**src/rtl/dpcr_pkg.sv**
```systemverilog
`timescale 1ns/1ps
package dpcr_pkg;
  localparam int REG_W    = 32;
  localparam int CMD_W    = 16;
  localparam int F_GPO    = 16;
  localparam int F_GPI    = 17;
  localparam int F_ECLK   = 24;
  localparam int F_ECS    = 25;
  localparam int F_EDI    = 26;
  localparam int F_EDO    = 27;
  localparam int F_EPRES  = 28;
  localparam int F_RELOAD = 29;
  localparam int F_SWRST  = 30;
  localparam int F_INIT   = 31;

  // Write strobes passed from the arbitration control to the datapath.
  typedef struct packed {
    logic             wr;
    logic             fromPri;
    logic             reloadSet;
    logic [CMD_W-1:0] cmd;
    logic             gpo;
    logic [2:0]       ee;
    logic             swRst;
    logic             init;
  } wrStrobe_t;
endpackage

```
**src/rtl/dpcr_sync.sv**
```systemverilog
`timescale 1ns/1ps
module dpcr_sync #(
  parameter int WIDTH = 1,
  parameter int STAGES = 2,
  parameter logic [WIDTH-1:0] RESET_VAL = '0
) (
  input  logic             clk,
  input  logic             rstN,
  input  logic [WIDTH-1:0] din,
  output logic [WIDTH-1:0] dout
);
  logic [WIDTH-1:0] chain [STAGES];

  always_ff @(posedge clk or negedge rstN) begin
    if (!rstN) chain[0] <= RESET_VAL;
    else       chain[0] <= din;
  end

  for (genvar s = 1; s < STAGES; s++) begin : g_stage
    always_ff @(posedge clk or negedge rstN) begin
      if (!rstN) chain[s] <= RESET_VAL;
      else       chain[s] <= chain[s-1];
    end
  end

  assign dout = chain[STAGES-1];
endmodule

```
**src/rtl/dpcr_ctrl.sv**
```systemverilog
`timescale 1ns/1ps
module dpcr_ctrl
  import dpcr_pkg::*;
(
  input  logic             priWrEn,
  input  logic [REG_W-1:0] priWrData,
  input  logic             locWrEn,
  input  logic [REG_W-1:0] locWrData,
  input  logic             swRstNow,
  input  logic             reloadNow,
  output wrStrobe_t        strobe
);
  logic [REG_W-1:0] selData;
  logic             unusedBits;

  always_comb begin
    strobe  = '0;
    selData = '0;
    if (priWrEn) begin
      strobe.wr      = 1'b1;
      strobe.fromPri = 1'b1;
      selData        = priWrData;
    end else if (locWrEn && !swRstNow) begin
      strobe.wr = 1'b1;
      selData   = locWrData;
    end
    strobe.cmd       = selData[CMD_W-1:0];
    strobe.gpo       = selData[F_GPO];
    strobe.ee        = selData[F_EDI:F_ECLK];
    strobe.swRst     = selData[F_SWRST];
    strobe.init      = selData[F_INIT];
    strobe.reloadSet = strobe.wr && selData[F_RELOAD] && !reloadNow;
  end

  assign unusedBits = ^{selData[23:17], selData[F_EPRES:F_EDO]};
endmodule

```
**src/rtl/dpcr_datapath.sv**
```systemverilog
`timescale 1ns/1ps
module dpcr_datapath
  import dpcr_pkg::*;
#(
  parameter logic [CMD_W-1:0] CMD_RESET = 16'h767E,
  parameter logic             GPO_RESET = 1'b1,
  parameter int               SYNC_STAGES = 2
) (
  input  logic             clk,
  input  logic             rstN,
  input  wrStrobe_t        strobe,
  input  logic             reloadDone,
  input  logic             gpIn,
  input  logic             eeDataOut,
  input  logic             strapN,
  input  logic             eePresent,
  output logic             swRstNow,
  output logic             reloadNow,
  output logic             reloadReq,
  output logic [REG_W-1:0] word
);
  logic [CMD_W-1:0] cmdReg;
  logic             gpoReg;
  logic [2:0]       eeReg;
  logic             initReg;
  logic [2:0]       syncOut;

  dpcr_sync #(.WIDTH(3), .STAGES(SYNC_STAGES), .RESET_VAL(3'b100)) u_sync (
    .clk (clk),
    .rstN(rstN),
    .din ({strapN, eeDataOut, gpIn}),
    .dout(syncOut)
  );

  always_ff @(posedge clk or negedge rstN) begin
    if (!rstN) begin
      cmdReg    <= CMD_RESET;
      gpoReg    <= GPO_RESET;
      eeReg     <= '0;
      initReg   <= 1'b0;
      swRstNow  <= 1'b0;
      reloadNow <= 1'b0;
      reloadReq <= 1'b0;
    end else begin
      reloadReq <= strobe.reloadSet;
      if (strobe.reloadSet)  reloadNow <= 1'b1;
      else if (reloadDone)   reloadNow <= 1'b0;
      if (strobe.wr) begin
        cmdReg  <= strobe.cmd;
        gpoReg  <= strobe.gpo;
        eeReg   <= strobe.ee;
        initReg <= strobe.init;
        if (strobe.fromPri)    swRstNow <= strobe.swRst;
        else if (strobe.swRst) swRstNow <= 1'b1;
      end
    end
  end

  assign word = {initReg | ~syncOut[2], swRstNow, reloadNow, eePresent,
                 syncOut[1], eeReg, 6'b0, syncOut[0], gpoReg, cmdReg};
endmodule

```
**src/rtl/dual_port_ctrl_reg.sv**
```systemverilog
`timescale 1ns/1ps
module dual_port_ctrl_reg
  import dpcr_pkg::*;
#(
  parameter logic [CMD_W-1:0] CMD_RESET = 16'h767E,
  parameter int               SYNC_STAGES = 2
) (
  input  logic        clk,
  input  logic        rstN,
  input  logic        priWrEn,
  input  logic [31:0] priWrData,
  input  logic        locWrEn,
  input  logic [31:0] locWrData,
  input  logic        priAccess,
  output logic        priRetry,
  output logic [31:0] rdData,
  input  logic        gpIn,
  output logic        gpOut,
  input  logic        eeDataOut,
  input  logic        eePresent,
  output logic        eeClk,
  output logic        eeCs,
  output logic        eeDataIn,
  input  logic        reloadDone,
  output logic        reloadReq,
  input  logic        strapN,
  output logic        localResetN,
  output logic [3:0]  dmaRdCmd,
  output logic [3:0]  dmaWrCmd,
  output logic [3:0]  dmRdCmd,
  output logic [3:0]  dmWrCmd
);
  wrStrobe_t strobe;
  logic      swRstNow;
  logic      reloadNow;

  dpcr_ctrl u_ctrl (
    .priWrEn(priWrEn), .priWrData(priWrData),
    .locWrEn(locWrEn), .locWrData(locWrData),
    .swRstNow(swRstNow), .reloadNow(reloadNow),
    .strobe(strobe)
  );

  dpcr_datapath #(.CMD_RESET(CMD_RESET), .SYNC_STAGES(SYNC_STAGES)) u_dp (
    .clk(clk), .rstN(rstN), .strobe(strobe), .reloadDone(reloadDone),
    .gpIn(gpIn), .eeDataOut(eeDataOut), .strapN(strapN), .eePresent(eePresent),
    .swRstNow(swRstNow), .reloadNow(reloadNow), .reloadReq(reloadReq),
    .word(rdData)
  );

  assign priRetry    = priAccess & ~rdData[F_INIT];
  assign localResetN = ~swRstNow;
  assign gpOut       = rdData[F_GPO];
  assign eeClk       = rdData[F_ECLK];
  assign eeCs        = rdData[F_ECS];
  assign eeDataIn    = rdData[F_EDI];
  assign dmaRdCmd    = rdData[3:0];
  assign dmaWrCmd    = rdData[7:4];
  assign dmRdCmd     = rdData[11:8];
  assign dmWrCmd     = rdData[15:12];
endmodule

```
**config.mk**
```make
export PLATFORM = sky130hd
export DESIGN_NAME = dual_port_ctrl_reg
export DESIGN_NICKNAME = d
export VERILOG_FILES = /design/src/rtl/dpcr_pkg.sv /design/src/rtl/dpcr_sync.sv /design/src/rtl/dpcr_ctrl.sv /design/src/rtl/dpcr_datapath.sv /design/src/rtl/dual_port_ctrl_reg.sv
export SDC_FILE = /design/constraint.sdc
export NUM_CORES = 1
export LEC_CHECK = 0
export ABC_CLOCK_PERIOD_IN_PS = 2800
export BUFFER_PORTS_ARGS = -buffer_cell sky130_fd_sc_hd__buf_2
export CORE_MARGIN = 2
export CORE_UTILIZATION = 45
export DETAILED_ROUTE_END_ITERATION = 8
export GPL_TIMING_DRIVEN = 0
export PLACE_DENSITY = 0.86
export SLEW_MARGIN = 20
export SYNTH_ARGS = -nofsm -noshare
export SYNTH_HDL_FRONTEND = slang
export SYNTH_SLANG_ARGS = --single-unit
```
**constraint.sdc**
```tcl
create_clock -name clk -period 2.8 [get_ports clk]
set_clock_uncertainty 0.1 [all_clocks]
set_input_delay 0.28 -clock clk [delete_from_list [all_inputs] [get_ports clk]]
set_output_delay 0.28 -clock clk [all_outputs]
set_load 0.02 [all_outputs]
```
==> impl_metrics.env <==
export IMPL_status="completed"
export IMPL_synth_top_area_share_pct=20.85
export IMPL_path_clk_slew_ns=0.06
export IMPL_n_fill_cell=355
export IMPL_drtAntennaViolNets=0
export IMPL_synth_edf_count=0
export IMPL_relSlewSlack_pct=55.25
export IMPL_async_flop_share_pct=100.0
export IMPL_yosysTopAreaCell="dfrtp_1"
export IMPL_peakVddDrop_mv=0.3745
export IMPL_setup_slack_ns=1.219
export IMPL_setup_tns_ns=0
export IMPL_ys_ff_latch=30
export IMPL_drt_pre_antenna_iters=4
export IMPL_seq_area_frac_synth_pct=40.00
export IMPL_grt_usage_pct=20.34
export IMPL_ys_warn_count=0
export IMPL_critPathMaxStageDelay_ns=0.52
export IMPL_crit_path_end="localResetN"
export IMPL_pre_cts_ws_ns=1.463
export IMPL_fp_dieH_um=69.33
export IMPL_wirelength_um=4768
export IMPL_final_util_pct=64.79
export IMPL_crit_path_start="u_dp.swRstNow"
export IMPL_r2r_end="u_dp.cmdReg[8]"
export IMPL_fin_total_pwr_mw=1.345
export IMPL_cts_root_buf="clkbuf_8"
export IMPL_maxCapViolCount=0
export IMPL_wl_per_cell_um=14.06
export IMPL_cpMaxStageDelayCell="dfrtp_1"
export IMPL_timing_final_crit_share_pct=56.47
export IMPL_yosysMostFrequentCell="buf_4"
export IMPL_viasPerCell=4.882
export IMPL_syn_avg_cell_area_sq_um=11.23
export IMPL_powerDensity_nw_per_um2=511.6
export IMPL_cts_max_level=2
export IMPL_endpoint_kind="output pin"
export IMPL_stdcell_count=339
export IMPL_clk_latency_ns=0.27
export IMPL_layout_nets=362
export IMPL_final_hold_viol_count=0
export IMPL_worst_pin_slew_ns=0.6713
export IMPL_dpl_hpwl_um=3665
export IMPL_drive_above_1_share_pct=65.40
export IMPL_r2r_start="u_dp.swRstNow"
export IMPL_core_sq_um=4058
export IMPL_drtIter0Drc=59
export IMPL_cts_resized=0
export IMPL_crit_chain="buf_4 > inv_1 > buf_2"
export IMPL_place_congestion=0.7461
export IMPL_critPathLaunchType="flop"
export IMPL_syn_area_sq_um=1921
export IMPL_cts_buffer_depth=2
export IMPL_drc=0
export IMPL_yosysUniqueCellTypes=19
export IMPL_vias=1655
export IMPL_initial_core_util_pct=47.33
export IMPL_hp_class="primary input to flop"
export IMPL_fmax_ghz=0.6324
export IMPL_synth_flop_cell="dfrtp_1"
export IMPL_cp_data_required_time_ns=2.42
export IMPL_grt_pass1_vias=1678
export IMPL_num_antenna_cells=0
export IMPL_drv_slew=0
export IMPL_antenna_found_initial=0
export IMPL_syn_to_final_growth_pct=36.87
export IMPL_cts_sinks=30
export IMPL_path_class="flop to output pin"
export IMPL_num_rows=23
export IMPL_die_area_sq_um=4807
export IMPL_grt_pass1_wl_um=7990
export IMPL_cts_tree="built"
export IMPL_grt_setup_unrepaired="false"
export IMPL_synthCells=171
export IMPL_finalSetupViolCount=0
export IMPL_ios=129
export IMPL_grt_ovfl_total=0
export IMPL_portBuffers=103
export IMPL_arrival_ns=1.20
export IMPL_cts_made_buffers=5
export IMPL_grt_max_degree=31
export IMPL_p_leak_nw=1.344
export IMPL_crit_path_max_fanout=10
export IMPL_r2r_setup_slack_ns=1.50
export IMPL_synthTopCellsByCount="buf_4, nand2_1, inv_1, nand4bb_1, o311ai_2"
export IMPL_period_needed_ns=1.581
export IMPL_dp_cells=329
export IMPL_ys_top_cells_by_area="dfrtp_1, dfstp_2, o311ai_2, nand4bb_1, buf_4"
export IMPL_die_w_um=69.33
export IMPL_reg2regPathDepth=3
==> worst min path at each step <==
stage	start	to	slack, ns	depth (start not counted)
after CTS	gpIn	u_dp.u_sync.chain[3]	0.01	1
after floorplan	rstN	u_dp.cmdReg[0]	-0.12	0
final	gpIn	u_dp.u_sync.chain[3]	0.01	1
after global routing	gpIn	u_dp.u_sync.chain[3]	0.004	1
after detailed placement	u_dp.u_sync.chain[4]	u_dp.u_sync.dout[1]	0.24	0
after global placement	u_dp.u_sync.chain[3]	u_dp.u_sync.dout[0]	0.23	0
==> cells by family (layout without fill, tap and decap cells) <==
kind of cell           count (synthesis)  count (layout)  synth area share (%)
other                                  1               6                0.1953
AO/OA/AOI/OAI                         26              26                 19.09
buffers and inverters                 66             179                 22.08
AND/OR/NAND/NOR                       48              48                 18.63
flip-flops                            30              30                 40.00
==> registers in the layout (all words and copies together), names as in the netlist <==
| register | flops |
|---|---|
| u_dp.u_sync.chain | 3 |
| u_dp.swRstNow | 1 |
| u_dp.gpoReg | 1 |
| u_dp.cmdReg | 16 |
| u_dp.u_sync.dout | 3 |
| u_dp.eeReg | 3 |
| u_dp.reloadReq | 1 |
| u_dp.initReg | 1 |
| u_dp.reloadNow | 1 |
==> stage by stage <==
step	hold slack, ns	cell area (sq um)
2_1_floorplan	-0.1156	1939
3_3_place_gp	0.2320	2517
3_5_place_dp	0.2365	2517
4_1_cts	0.009950	2629
5_1_grt	0.004397	2629
6_report	0.01236	2629
==> critical path, delay by kind of cell, from the launching register on <==
kind                   cells  cell delay [ns]
flip-flops                 1             0.52
buffers and inverters      3             0.41
==> cells in the final DEF (no fill, tap or decap) <==
cell	instances
o311ai_2	20
buf_4	32
conb_1	6
dfstp_2	14
o311ai_1	1
clkbuf_1	2
buf_6	4
nand4bb_1	22
a22oi_2	1
buf_2	108
nor2b_4	1
o21ai_1	1
clkbuf_4	1
dfrtp_1	16
dlygate4sd3_1	2
clkinv_2	1
a21oi_1	3
buf_12	1
and3_1	1
nand2_1	24
inv_1	22
clkbuf_8	6
==> repair_timing <==
item                                   CTS  global route
setup buffers                            0             0
hold buffers                             2             0
endpoints found under the hold margin   17             0
==> cell type report <==
class                   count  area, sq um  share of cell area (%)
clock inverters             1        5.005                  0.1904
flip-flops and latches     30        768.2                   29.22
clock buffers               7        86.33                   3.284
plain buffers              44        341.6                   12.99
inverters                  22        82.58                   3.141
multi-input cells          80        747.0                   28.42
well taps                  50        62.56                   2.380
repair buffers            105        535.5                   20.37
==> report_power, final <==
| group | switching (mW) | internal, mW |
|---|---|---|
| logic | 0.246 | 0.211 |
| clock network | 0.159 | 0.198 |
| registers | 0.0355 | 0.495 |
==> per-layer routing <==
| layer | vias up | share of wire (%) | GRT usage (%) |
|---|---|---|---|
| met5 | - | 0 | 0 |
| met4 | 0 | 2.2 | 7.625 |
| met3 | 10 | 4.8 | 2.616 |
| met2 | 65 | 51 | 35.90 |
| met1 | 787 | 42 | 25.21 |
| li1 | 793 | - | - |
No activity file was read; power rests on OpenSTA's default activity.
